===== src/rtl/fetchstat_pkg.sv =====
package fetchstat_pkg;
  localparam int unsigned STW  = 4;
  localparam int unsigned NSTG = 4;

  typedef enum logic [STW-1:0] {
    ST_RUN      = 4'd0,
    ST_IDLE     = 4'd1,
    ST_SQUASH   = 4'd2,
    ST_BLOCK    = 4'd3,
    ST_WAIT_RSP = 4'd4,
    ST_WAIT_RTY = 4'd5,
    ST_ACC_DONE = 4'd6,
    ST_TRAP_PND = 4'd7,
    ST_QUI_PND  = 4'd8
  } thr_state_e;
endpackage


===== src/rtl/fs_stall_flags.sv =====
module fs_stall_flags
  import fetchstat_pkg::*;
(
  input  logic            clk,
  input  logic            rst_n,
  input  logic [NSTG-1:0] blk,
  input  logic [NSTG-1:0] unblk,
  input  logic            ctx_switch,
  output logic            stalled
);
  logic [NSTG-1:0] flags_q, flags_d;

  always_comb flags_d = (flags_q | blk) & ~unblk;
  assign stalled = ctx_switch | (|flags_d);

  always_ff @(posedge clk) begin
    if (!rst_n) flags_q <= '0;
    else        flags_q <= flags_d;
  end


  unblk_not_with_blk_chk: assert property (@(posedge clk) disable iff (!rst_n)
    (blk & unblk) == '0);

  unblk_only_when_set_chk: assert property (@(posedge clk) disable iff (!rst_n)
    (unblk & ~flags_q) == '0);
endmodule


===== src/rtl/fs_thread_fsm.sv =====
module fs_thread_fsm
  import fetchstat_pkg::*;
(
  input  logic           clk,
  input  logic           rst_n,
  input  logic           active,
  input  logic           cmt_sq,
  input  logic           rob_sq,
  input  logic           dec_sq,
  input  logic           stalled,
  input  logic           load,
  input  logic [STW-1:0] load_val,
  output thr_state_e     state_q,
  output thr_state_e     state_d,
  output logic           chg,
  output logic           cancel
);
  thr_state_e base;

  always_comb begin
    base    = load ? thr_state_e'(load_val) : state_q;
    state_d = base;
    chg     = 1'b0;
    cancel  = 1'b0;
    if (!active) begin
      state_d = state_q;
    end else if (cmt_sq) begin
      state_d = ST_SQUASH; chg = 1'b1; cancel = 1'b1;
    end else if (rob_sq) begin
      state_d = ST_SQUASH; chg = 1'b1;
    end else if (dec_sq && base != ST_SQUASH) begin
      state_d = ST_SQUASH; chg = 1'b1; cancel = 1'b1;
    end else if (stalled && base != ST_WAIT_RSP && base != ST_WAIT_RTY) begin
      state_d = ST_BLOCK; chg = 1'b1;
    end else if (base == ST_BLOCK || base == ST_SQUASH) begin
      state_d = ST_RUN; chg = 1'b1;
    end
  end

  always_ff @(posedge clk) begin
    if (!rst_n) state_q <= ST_RUN;
    else        state_q <= state_d;
  end


  cmt_squash_wins_chk: assert property (@(posedge clk) disable iff (!rst_n)
    (active && cmt_sq) |=> state_q == ST_SQUASH);

  wait_rsp_held_chk: assert property (@(posedge clk) disable iff (!rst_n)
    (active && !load && state_q == ST_WAIT_RSP && !cmt_sq && !rob_sq && !dec_sq)
      |=> state_q == ST_WAIT_RSP);

  idle_thread_hold_chk: assert property (@(posedge clk) disable iff (!rst_n)
    !active |=> $stable(state_q));
endmodule


===== src/rtl/fs_stage_activity.sv =====
module fs_stage_activity
  import fetchstat_pkg::*;
#(
  parameter int unsigned NT = 2
) (
  input  logic              clk,
  input  logic              rst_n,
  input  logic [NT-1:0]     active,
  input  logic [NT*STW-1:0] next_states,
  input  logic              any_chg,
  output logic              stage_active
);
  logic live;

  always_comb begin
    live = 1'b0;
    for (int t = 0; t < NT; t++) begin
      if (active[t] && (next_states[t*STW +: STW] == ST_RUN ||
                        next_states[t*STW +: STW] == ST_SQUASH ||
                        next_states[t*STW +: STW] == ST_ACC_DONE))
        live = 1'b1;
    end
  end

  always_ff @(posedge clk) begin
    if (!rst_n)       stage_active <= 1'b1;
    else if (any_chg) stage_active <= live;
  end


  active_hold_chk: assert property (@(posedge clk) disable iff (!rst_n)
    !any_chg |=> $stable(stage_active));
endmodule


===== src/rtl/fetch_status_ctrl.sv =====
module fetch_status_ctrl
  import fetchstat_pkg::*;
#(
  parameter int unsigned NT = 2
) (
  input  logic              clk,
  input  logic              rst_n,
  input  logic [NT-1:0]     thread_active,
  input  logic [NT-1:0]     dec_block,
  input  logic [NT-1:0]     dec_unblock,
  input  logic [NT-1:0]     ren_block,
  input  logic [NT-1:0]     ren_unblock,
  input  logic [NT-1:0]     exe_block,
  input  logic [NT-1:0]     exe_unblock,
  input  logic [NT-1:0]     cmt_block,
  input  logic [NT-1:0]     cmt_unblock,
  input  logic [NT-1:0]     cmt_squash,
  input  logic [NT-1:0]     rob_squashing,
  input  logic [NT-1:0]     dec_squash,
  input  logic              ctx_switch,
  input  logic [NT-1:0]     st_load,
  input  logic [NT*STW-1:0] st_load_val,
  output logic [NT*STW-1:0] thread_state,
  output logic              status_changed,
  output logic              stage_active,
  output logic [NT-1:0]     squash_cancel
);
  logic [NT-1:0]     chg_v, cancel_v, stalled_v;
  logic [NT*STW-1:0] next_v;

  for (genvar t = 0; t < NT; t++) begin : g_thr
    thr_state_e sq, sd;

    fs_stall_flags u_flags (
      .clk(clk), .rst_n(rst_n),
      .blk({cmt_block[t], exe_block[t], ren_block[t], dec_block[t]}),
      .unblk({cmt_unblock[t], exe_unblock[t], ren_unblock[t], dec_unblock[t]}),
      .ctx_switch(ctx_switch),
      .stalled(stalled_v[t])
    );

    fs_thread_fsm u_fsm (
      .clk(clk), .rst_n(rst_n),
      .active(thread_active[t]),
      .cmt_sq(cmt_squash[t]), .rob_sq(rob_squashing[t]), .dec_sq(dec_squash[t]),
      .stalled(stalled_v[t]),
      .load(st_load[t]), .load_val(st_load_val[t*STW +: STW]),
      .state_q(sq), .state_d(sd),
      .chg(chg_v[t]), .cancel(cancel_v[t])
    );

    assign thread_state[t*STW +: STW] = sq;
    assign next_v[t*STW +: STW]       = sd;
  end

  fs_stage_activity #(.NT(NT)) u_act (
    .clk(clk), .rst_n(rst_n),
    .active(thread_active),
    .next_states(next_v),
    .any_chg(|chg_v),
    .stage_active(stage_active)
  );

  always_ff @(posedge clk) begin
    if (!rst_n) begin
      status_changed <= 1'b0;
      squash_cancel  <= '0;
    end else begin
      status_changed <= |chg_v;
      squash_cancel  <= cancel_v;
    end
  end


  cancel_means_squash_chk: assert property (@(posedge clk) disable iff (!rst_n)
    (squash_cancel != '0) |-> status_changed);
endmodule


===== config.mk =====
export PLATFORM = sky130hd
export DESIGN_NAME = fetch_status_ctrl
export DESIGN_NICKNAME = d
export VERILOG_FILES = /design/src/rtl/fetchstat_pkg.sv /design/src/rtl/fs_stall_flags.sv /design/src/rtl/fs_thread_fsm.sv /design/src/rtl/fs_stage_activity.sv /design/src/rtl/fetch_status_ctrl.sv
export SDC_FILE = /design/constraint.sdc
export NUM_CORES = 1
export LEC_CHECK = 0
export BUFFER_PORTS_ARGS = -buffer_cell sky130_fd_sc_hd__clkbuf_2
export CORE_MARGIN = 4
export CORE_UTILIZATION = 41
export DETAILED_ROUTE_END_ITERATION = 6
export MAX_ROUTING_LAYER = met4
export PLACE_DENSITY_LB_ADDON = 0.2
export SKIP_CTS_REPAIR_TIMING = 1
export SYNTH_ARGS = -nofsm -noshare
export SYNTH_HDL_FRONTEND = slang
export SYNTH_SLANG_ARGS = --single-unit

===== constraint.sdc =====
create_clock -name clk -period 1.8 [get_ports clk]
set_input_delay 0.27 -clock clk [delete_from_list [all_inputs] [get_ports clk]]
set_output_delay 0.27 -clock clk [all_outputs]
set_load 0.02 [all_outputs]

==> results of run 1 <==
## stage by stage
stage / instances / setup WS, ns
floorplan: 126 / -0.06157
global placement: 210 / -0.1234
detailed placement: 210 / -0.1603
CTS: 214 / -0.09755
global route: 214 / -0.1581
finish: 214 / -0.1060
## state kept, by name (all words and copies together) (netlist names)
name / count
g_thr.u_flags.flags_q: 8
g_thr.u_fsm.state_q: 8
squash_cancel: 2
status_changed: 1
u_act.stage_active: 1
## per-layer routing
metal,wire length [um],part of all wire (%)
met5,0,0
met3,104,3.7
met1,1186,42
met4,6,0.21
met2,1497,54
## cell usage in the layout, fill, tap and decap left out, drive strengths merged, types with 2 or more instances in the layout
cell and n:
a21boi 6, a31oi 4, and2 8, buf 12, clkbuf 52, dfxtp 20, inv 4, mux2 2
nand2 7, nand2b 8, nand4 3, nor2 13, nor3 3, nor3b 4, nor4b 2, o2111ai 2
o211a 2, o21ai 5, o21ba 4, o22ai 3
## synth_stat cells, drive strengths merged, types with 2 or more instances
library cell   n  area (um2)
a21boi         6       45.04
a31oi          4       25.02
and2           8       50.05
buf            2       10.01
clkbuf         4       15.01
dfxtp         20       400.4
inv            4       15.01
mux2           2       22.52
nand2          7       26.28
nand2b         8       50.05
nand4          3       18.77
nor2          13       48.80
nor3           3       15.01
nor3b          4       30.03
nor4b          2       17.52
o2111ai        2       17.52
o211a          2       20.02
o21ai          5       25.02
o21ba          4       40.04
o22ai          3       18.77
## logic make-up (layout without fill, tap and decap cells)
kind of cell,after synthesis,count (layout),synth area share [%]
buffers and inverters,10,68,3.673
AND/OR/NAND/NOR,53,53,27.21
multiplexers,3,3,2.985
flip-flops,20,20,36.74
AO/OA/AOI/OAI,40,40,29.39
## critical path, cell delays in order, from the launching register on
cell and delay, ns:
dfxtp_4 0.36, nand2b_4 0.13, o32a_1 0.30, o31a_4 0.12
or4b_4 0.52, a22o_1 0.22, and2_1 0.16
## worst min-delay path by stage
stage	from	end	slack, ns	cells after the start
3_5_place_dp	ren_unblock[0]	g_thr[0].u_flags.flags_q[1]$_SDFF_PN0_	0.46	2
4_1_cts	ren_unblock[0]	g_thr[0].u_flags.flags_q[1]$_SDFF_PN0_	0.13	2
2_1_floorplan	dec_unblock[0]	g_thr[0].u_flags.flags_q[0]$_SDFF_PN0_	0.35	1
6_report	ren_unblock[0]	g_thr[0].u_flags.flags_q[1]$_SDFF_PN0_	0.14	2
3_3_place_gp	exe_unblock[0]	g_thr[0].u_flags.flags_q[2]$_SDFF_PN0_	0.45	2
5_1_grt	ren_unblock[0]	g_thr[0].u_flags.flags_q[1]$_SDFF_PN0_	0.12	2
## layout make-up
cell class / instances / area (um2) / share of cell area [%]
Clock buffer: 4 / 36.28 / 2.411
Inverter: 4 / 15.01 / 0.9975
Multi-Input combinational cell: 96 / 680.7 / 45.22
Sequential cell: 20 / 405.4 / 26.93
Tap cell: 30 / 37.54 / 2.494
Timing Repair Buffer: 60 / 330.3 / 21.95
## report_power, final
group          internal (mW)  switching [mW]
clock                  0.123           0.144
combinational          0.109           0.106
sequential             0.461         0.00847
==> results.md, run 1 <==
- Global-route met3 utilization: 3.050%
- Power, Total: 0.9506 mW
- Buffer depth of the longest clock path: 2
- Port-buffer cells: between 40 and 50
- Worst Hold Slack: 0.1360 ns
- Worst IR Drop VDD: ~0.00042 V
- Area delta synth->final: 38.12%
- Cells on worst reg2reg path: 6
- Required @ worst endpoint: 2.00 ns
- Total number of vias: around 1,200
- Final weighted congestion of routability-driven global placement: about 0.86
- Residual antenna-violating net count after detailed routing: 0
- Reg2reg setup slack: -0.11 ns
- Average footprint of a synthesized cell: between 8 and 9 um2
- H-tree lvl count: 1
- Kind of launch point of the worst setup path: register
- Floorplan die width: about 60 um
- Portion of the post-synthesis area used by sequential elements: between 30% and 40%
- Gate Count Post-Synth: 126
- Antenna violations before repair: 0
- Critical path arrival: 2.11 ns
- Wire per inst: 13.06 um
- Number of enable flip-flop cells after synthesis: 0
- Proportion of layout cells with a drive suffix above 1: between 40% and 50%
- Die footprint: 3547 um2
- Class of the worst hold path: in -> reg
- Remaining global-route overflow: 0
- Global-route wire length before repair: 4664 um
- Placed instance area: 1445 um2
- Count of different cell masters after synthesis: 40
- Sink count of the clock tree: 20
- Flops & latches, synth: 20
- Number of global-route vias before repair: 1,170
- Share of synthesized registers carrying an async set or reset: 0%
- Commonest register cell after synthesis: dfxtp_1
- Total negative slack: -0.1779 ns
- Kind of capture point of the worst setup path: register
- Maximum number of pins on one net before global-route repair: 22
- Cell at the root of the clock tree: clkbuf_4
- TritonCTS clock tree: built
- Final number of max-transition violations: 0
- Final hold violation count: 0
- Global Route met1 Usage: 18.68%
- End point of the critical path: status_changed$_SDFF_PN0_
- Final instance area: 1505 um2
- Least-Margin Pin Slew: 0.3515 ns
- Number of iterations in the first detailed-routing pass: 4
- Finish-stage setup viols: 2
- Min cycle time layout: roughly 1.9 ns
- Most used routing layer in global routing: met2
- Core ar.: about 2500 um2
- Detail Placement HPWL: 2258 um
- Detailed Route WL: 2794 um
- Post-route DRC violation count: 0
- Number of nets in the final layout: 222
- Worst-case clock skew: 0.002090 ns
- Met2 track demand over resource in global routing: 32.14%
- Vert. Die Dim: 59.56 um
- Power Density: 631.6 nW/um2
- Leak: 0.6780 nW
- Core utilization of the finished layout: approximately 60%
- First element of the critical path: g_thr[0].u_fsm.state_q[1]$_SDFF_PN0_
- Total I/O pin count: 49
- Tightest slew margin relative to the limit: between 70% and 80%
- Reg-to-reg critical path endpoint: status_changed$_SDFF_PN0_
- Top fanout value on the critical path: 3
- Share of the cycle needed by the critical path after routing: 105.9%
- Warning count from the yosys run: 0
- Status: finished, violations left
- Post-synth net total: around 160
- Launch instance of the worst register-to-register path: g_thr[0].u_fsm.state_q[1]$_SDFF_PN0_
- Number of core rows: 18
- Starting utilization of the core area: 43.59%
- # Max-Cap Violations: 0
- Setup slack after layout: -0.1060 ns
- Via-per-instance ratio: 5.439
- Clock insertion delay at the later pin of the skew report: ~0.29 ns
- Achievable Freq: 0.5247 GHz
- Unrepaired setup endpoints after global routing: yes
- Worst Setup Path Type: reg -> reg
- Cts bufs inserted: 3
- Initial drt markers: roughly 70
- Post-CTS clock slew at the launch and capture registers of the worst setup and hold paths: 0.12 ns
- Count of antenna diodes in the layout: 0
- Combined global-route utilization of all metal layers: ~17%
- Post-Syn Area: 1090 um2
- Violations in the final reports: setup timing
- Fillcell total: 226
(Power assumes the default switching activity.)
==> run 2, diff against run 1 <==
--- a/config.mk
+++ b/config.mk
@@ -17 +17,2 @@
 export SYNTH_SLANG_ARGS = --single-unit
+export TNS_END_PERCENT = 1
--- a/constraint.sdc
+++ b/constraint.sdc
@@ -3,2 +3,2 @@
 set_output_delay 0.27 -clock clk [all_outputs]
-set_load 0.02 [all_outputs]
+set_load 0.005 [all_outputs]
==> results.md, run 2 (synthesis results as in run 1) <==
- Slowest cell on crit path: or4b_4
- Unrepaired setup endpoints after global routing: yes
- Die footprint: 3547 um2
- Critical path arrival: 2.12 ns
- Post-CTS clock slew at the launch and capture registers of the worst setup and hold paths: around 0.12 ns
- Antenna violations before repair: 0
- Kind of cell adding the most delay to the critical path: simple AND/OR/NAND/NOR gates
- Worst-case clock skew: 0.004360 ns
- H-tree lvl count: 1
- Start point of the worst min-delay path: dec_unblock[0]
- Cts bufs inserted: 3
- Count of antenna diodes in the layout: 0
- Regs by FF count: g_thr.u_flags.flags_q: 8 flops, g_thr.u_fsm.state_q: 8 flops, squash_cancel: 2 flops
- Number of global-route vias before repair: 1,074
- Maximum number of pins on one net before global-route repair: 22
- Starting utilization of the core area: around 44%
- Total I/O pin count: 49
- Class of the worst hold path: in -> reg
- Setup slack after layout: -0.1105 ns
- Number of core rows: 18
- Tightest slew margin relative to the limit: 76.01%
- Cell at the root of the clock tree: clkbuf_4
- Critical Path Most Common Cell: buf_4
- FF/Latch Area: 402.9 um2
- Detail Placement HPWL: 2203 um
- Port-buffer cells: 48
- Required @ worst endpoint: between 2 and 2.5 ns
- Area delta synth->final: 39.15%
- Share of the cycle needed by the critical path after routing: 106.1%
- Core ar.: about 2500 um2
- Number of nets in the final layout: 220
- Top fanout value on the critical path: 3
- Kind of capture point of the worst setup path: register
- Most frequent cells in the layout: clkbuf_2 (48), dfxtp_1 (18), nor2_1 (11), buf_4 (10), and2_1 (8)
- Number of stages on the worst setup path: 7
- Worst Hold Slack: around 0.13 ns
- Area occupied by multi-input gates: 693.2 um2
- Final number of max-transition violations: 0
- Post-route DRC violation count: 0
- Min cycle time layout: 1.910 ns
- Launch instance of the worst register-to-register path: g_thr[0].u_fsm.state_q[1]$_SDFF_PN0_
- Power Density: 688.7 nW/um2
- Kind of launch point of the worst setup path: register
- Residual antenna-violating net count after detailed routing: 0
- Worst IR Drop VDD: 0.0005675 V
- Finish-stage setup viols: 3
- Cells on worst reg2reg path: 7
- Total number of vias: 1,178
- Total negative slack: -0.2005 ns
- Final weighted congestion of routability-driven global placement: 0.8206
- Buffers & Inverters on Critical Path: 2
- Most frequent standard cell in the layout excluding fill and tap cells: clkbuf_2
- Final instance area: 1516 um2
- Clock insertion delay at the later pin of the skew report: ~0.30 ns
- Achievable Freq: 0.5234 GHz
- First element of the critical path: g_thr[0].u_fsm.state_q[1]$_SDFF_PN0_
- Remaining global-route overflow: 0
- Cell chain of the critical path: buf_4 -> nor4b_1 -> a31oi_1 -> buf_4 -> or4b_4 -> a22o_1 -> and2_1
- TritonCTS clock tree: built
- Combined global-route utilization of all metal layers: 16.11%
- Status: finished, violations left
- CP peak stage delay: 0.47 ns
- Proportion of layout cells with a drive suffix above 1: 45.05%
- Worst Setup Path Type: reg -> reg
- Number of iterations in the first detailed-routing pass: 4
- Global-route wire length before repair: about 4300 um
- Fillcell total: 242
- Place WS: -0.1529 ns
- Leak: 0.6775 nW
- Placed instance area: 1419 um2
- Violations in the final reports: setup timing
- Via-per-instance ratio: 5.557
- Number of cells on the worst hold path: 2
- Floorplan die width: between 50 and 60 um
- Buffer depth of the longest clock path: 2
- Wire per inst: 13.33 um
- Least-Margin Pin Slew: about 0.36 ns
- Vert. Die Dim: 59.56 um
- Detailed Route WL: around 2800 um
- Sink count of the clock tree: 20
- # Max-Cap Violations: 0
- Initial drt markers: 24
- Final hold violation count: 0
run 2: per-layer routing:
metal	part of all wire (%)	vias up	GRT usage (%)
li1	-	580	-
met1	39	554	17.97
met5	0	-	-
met4	1.5	0	4.747
met3	5.7	4	2.614
met2	54	40	29.17
run 2: cell type report:
cell class              count  share of cell area (%)
well taps                  30                   2.475
repair buffers             58                   20.79
clock buffers               3                   1.485
clock inverters             1                   1.980
multi-input cells          96                   45.71
inverters                   4                  0.9901
flip-flops and latches     20                   26.57
run 2: power breakdown:
part / internal [mW] / total, mW / switching (mW)
combinational: 0.107 / 0.203 / 0.0958
sequential: 0.462 / 0.471 / 0.00890
clock: 0.225 / 0.371 / 0.146
run 2: final timing paths:
path / slack (ns) / end
setup reg to reg: -0.11 / status_changed$_SDFF_PN0_
setup / recovery: -0.11 / status_changed$_SDFF_PN0_
hold reg to reg: 0.50 / g_thr[1].u_fsm.state_q[0]$_SDFF_PN0_
hold / removal: 0.13 / g_thr[0].u_flags.flags_q[0]$_SDFF_PN0_
run 2: through the flow:
step | std cells | util [%] | total power [mW]
after floorplan | 126 | - | 0.5832
after global placement | 207 | 56.76 | 0.6662
after detailed placement | 207 | 56.76 | 0.6724
after CTS | 211 | 58.86 | 1.044
after global routing | 212 | 60.66 | 1.102
final | 212 | 60.66 | 1.044
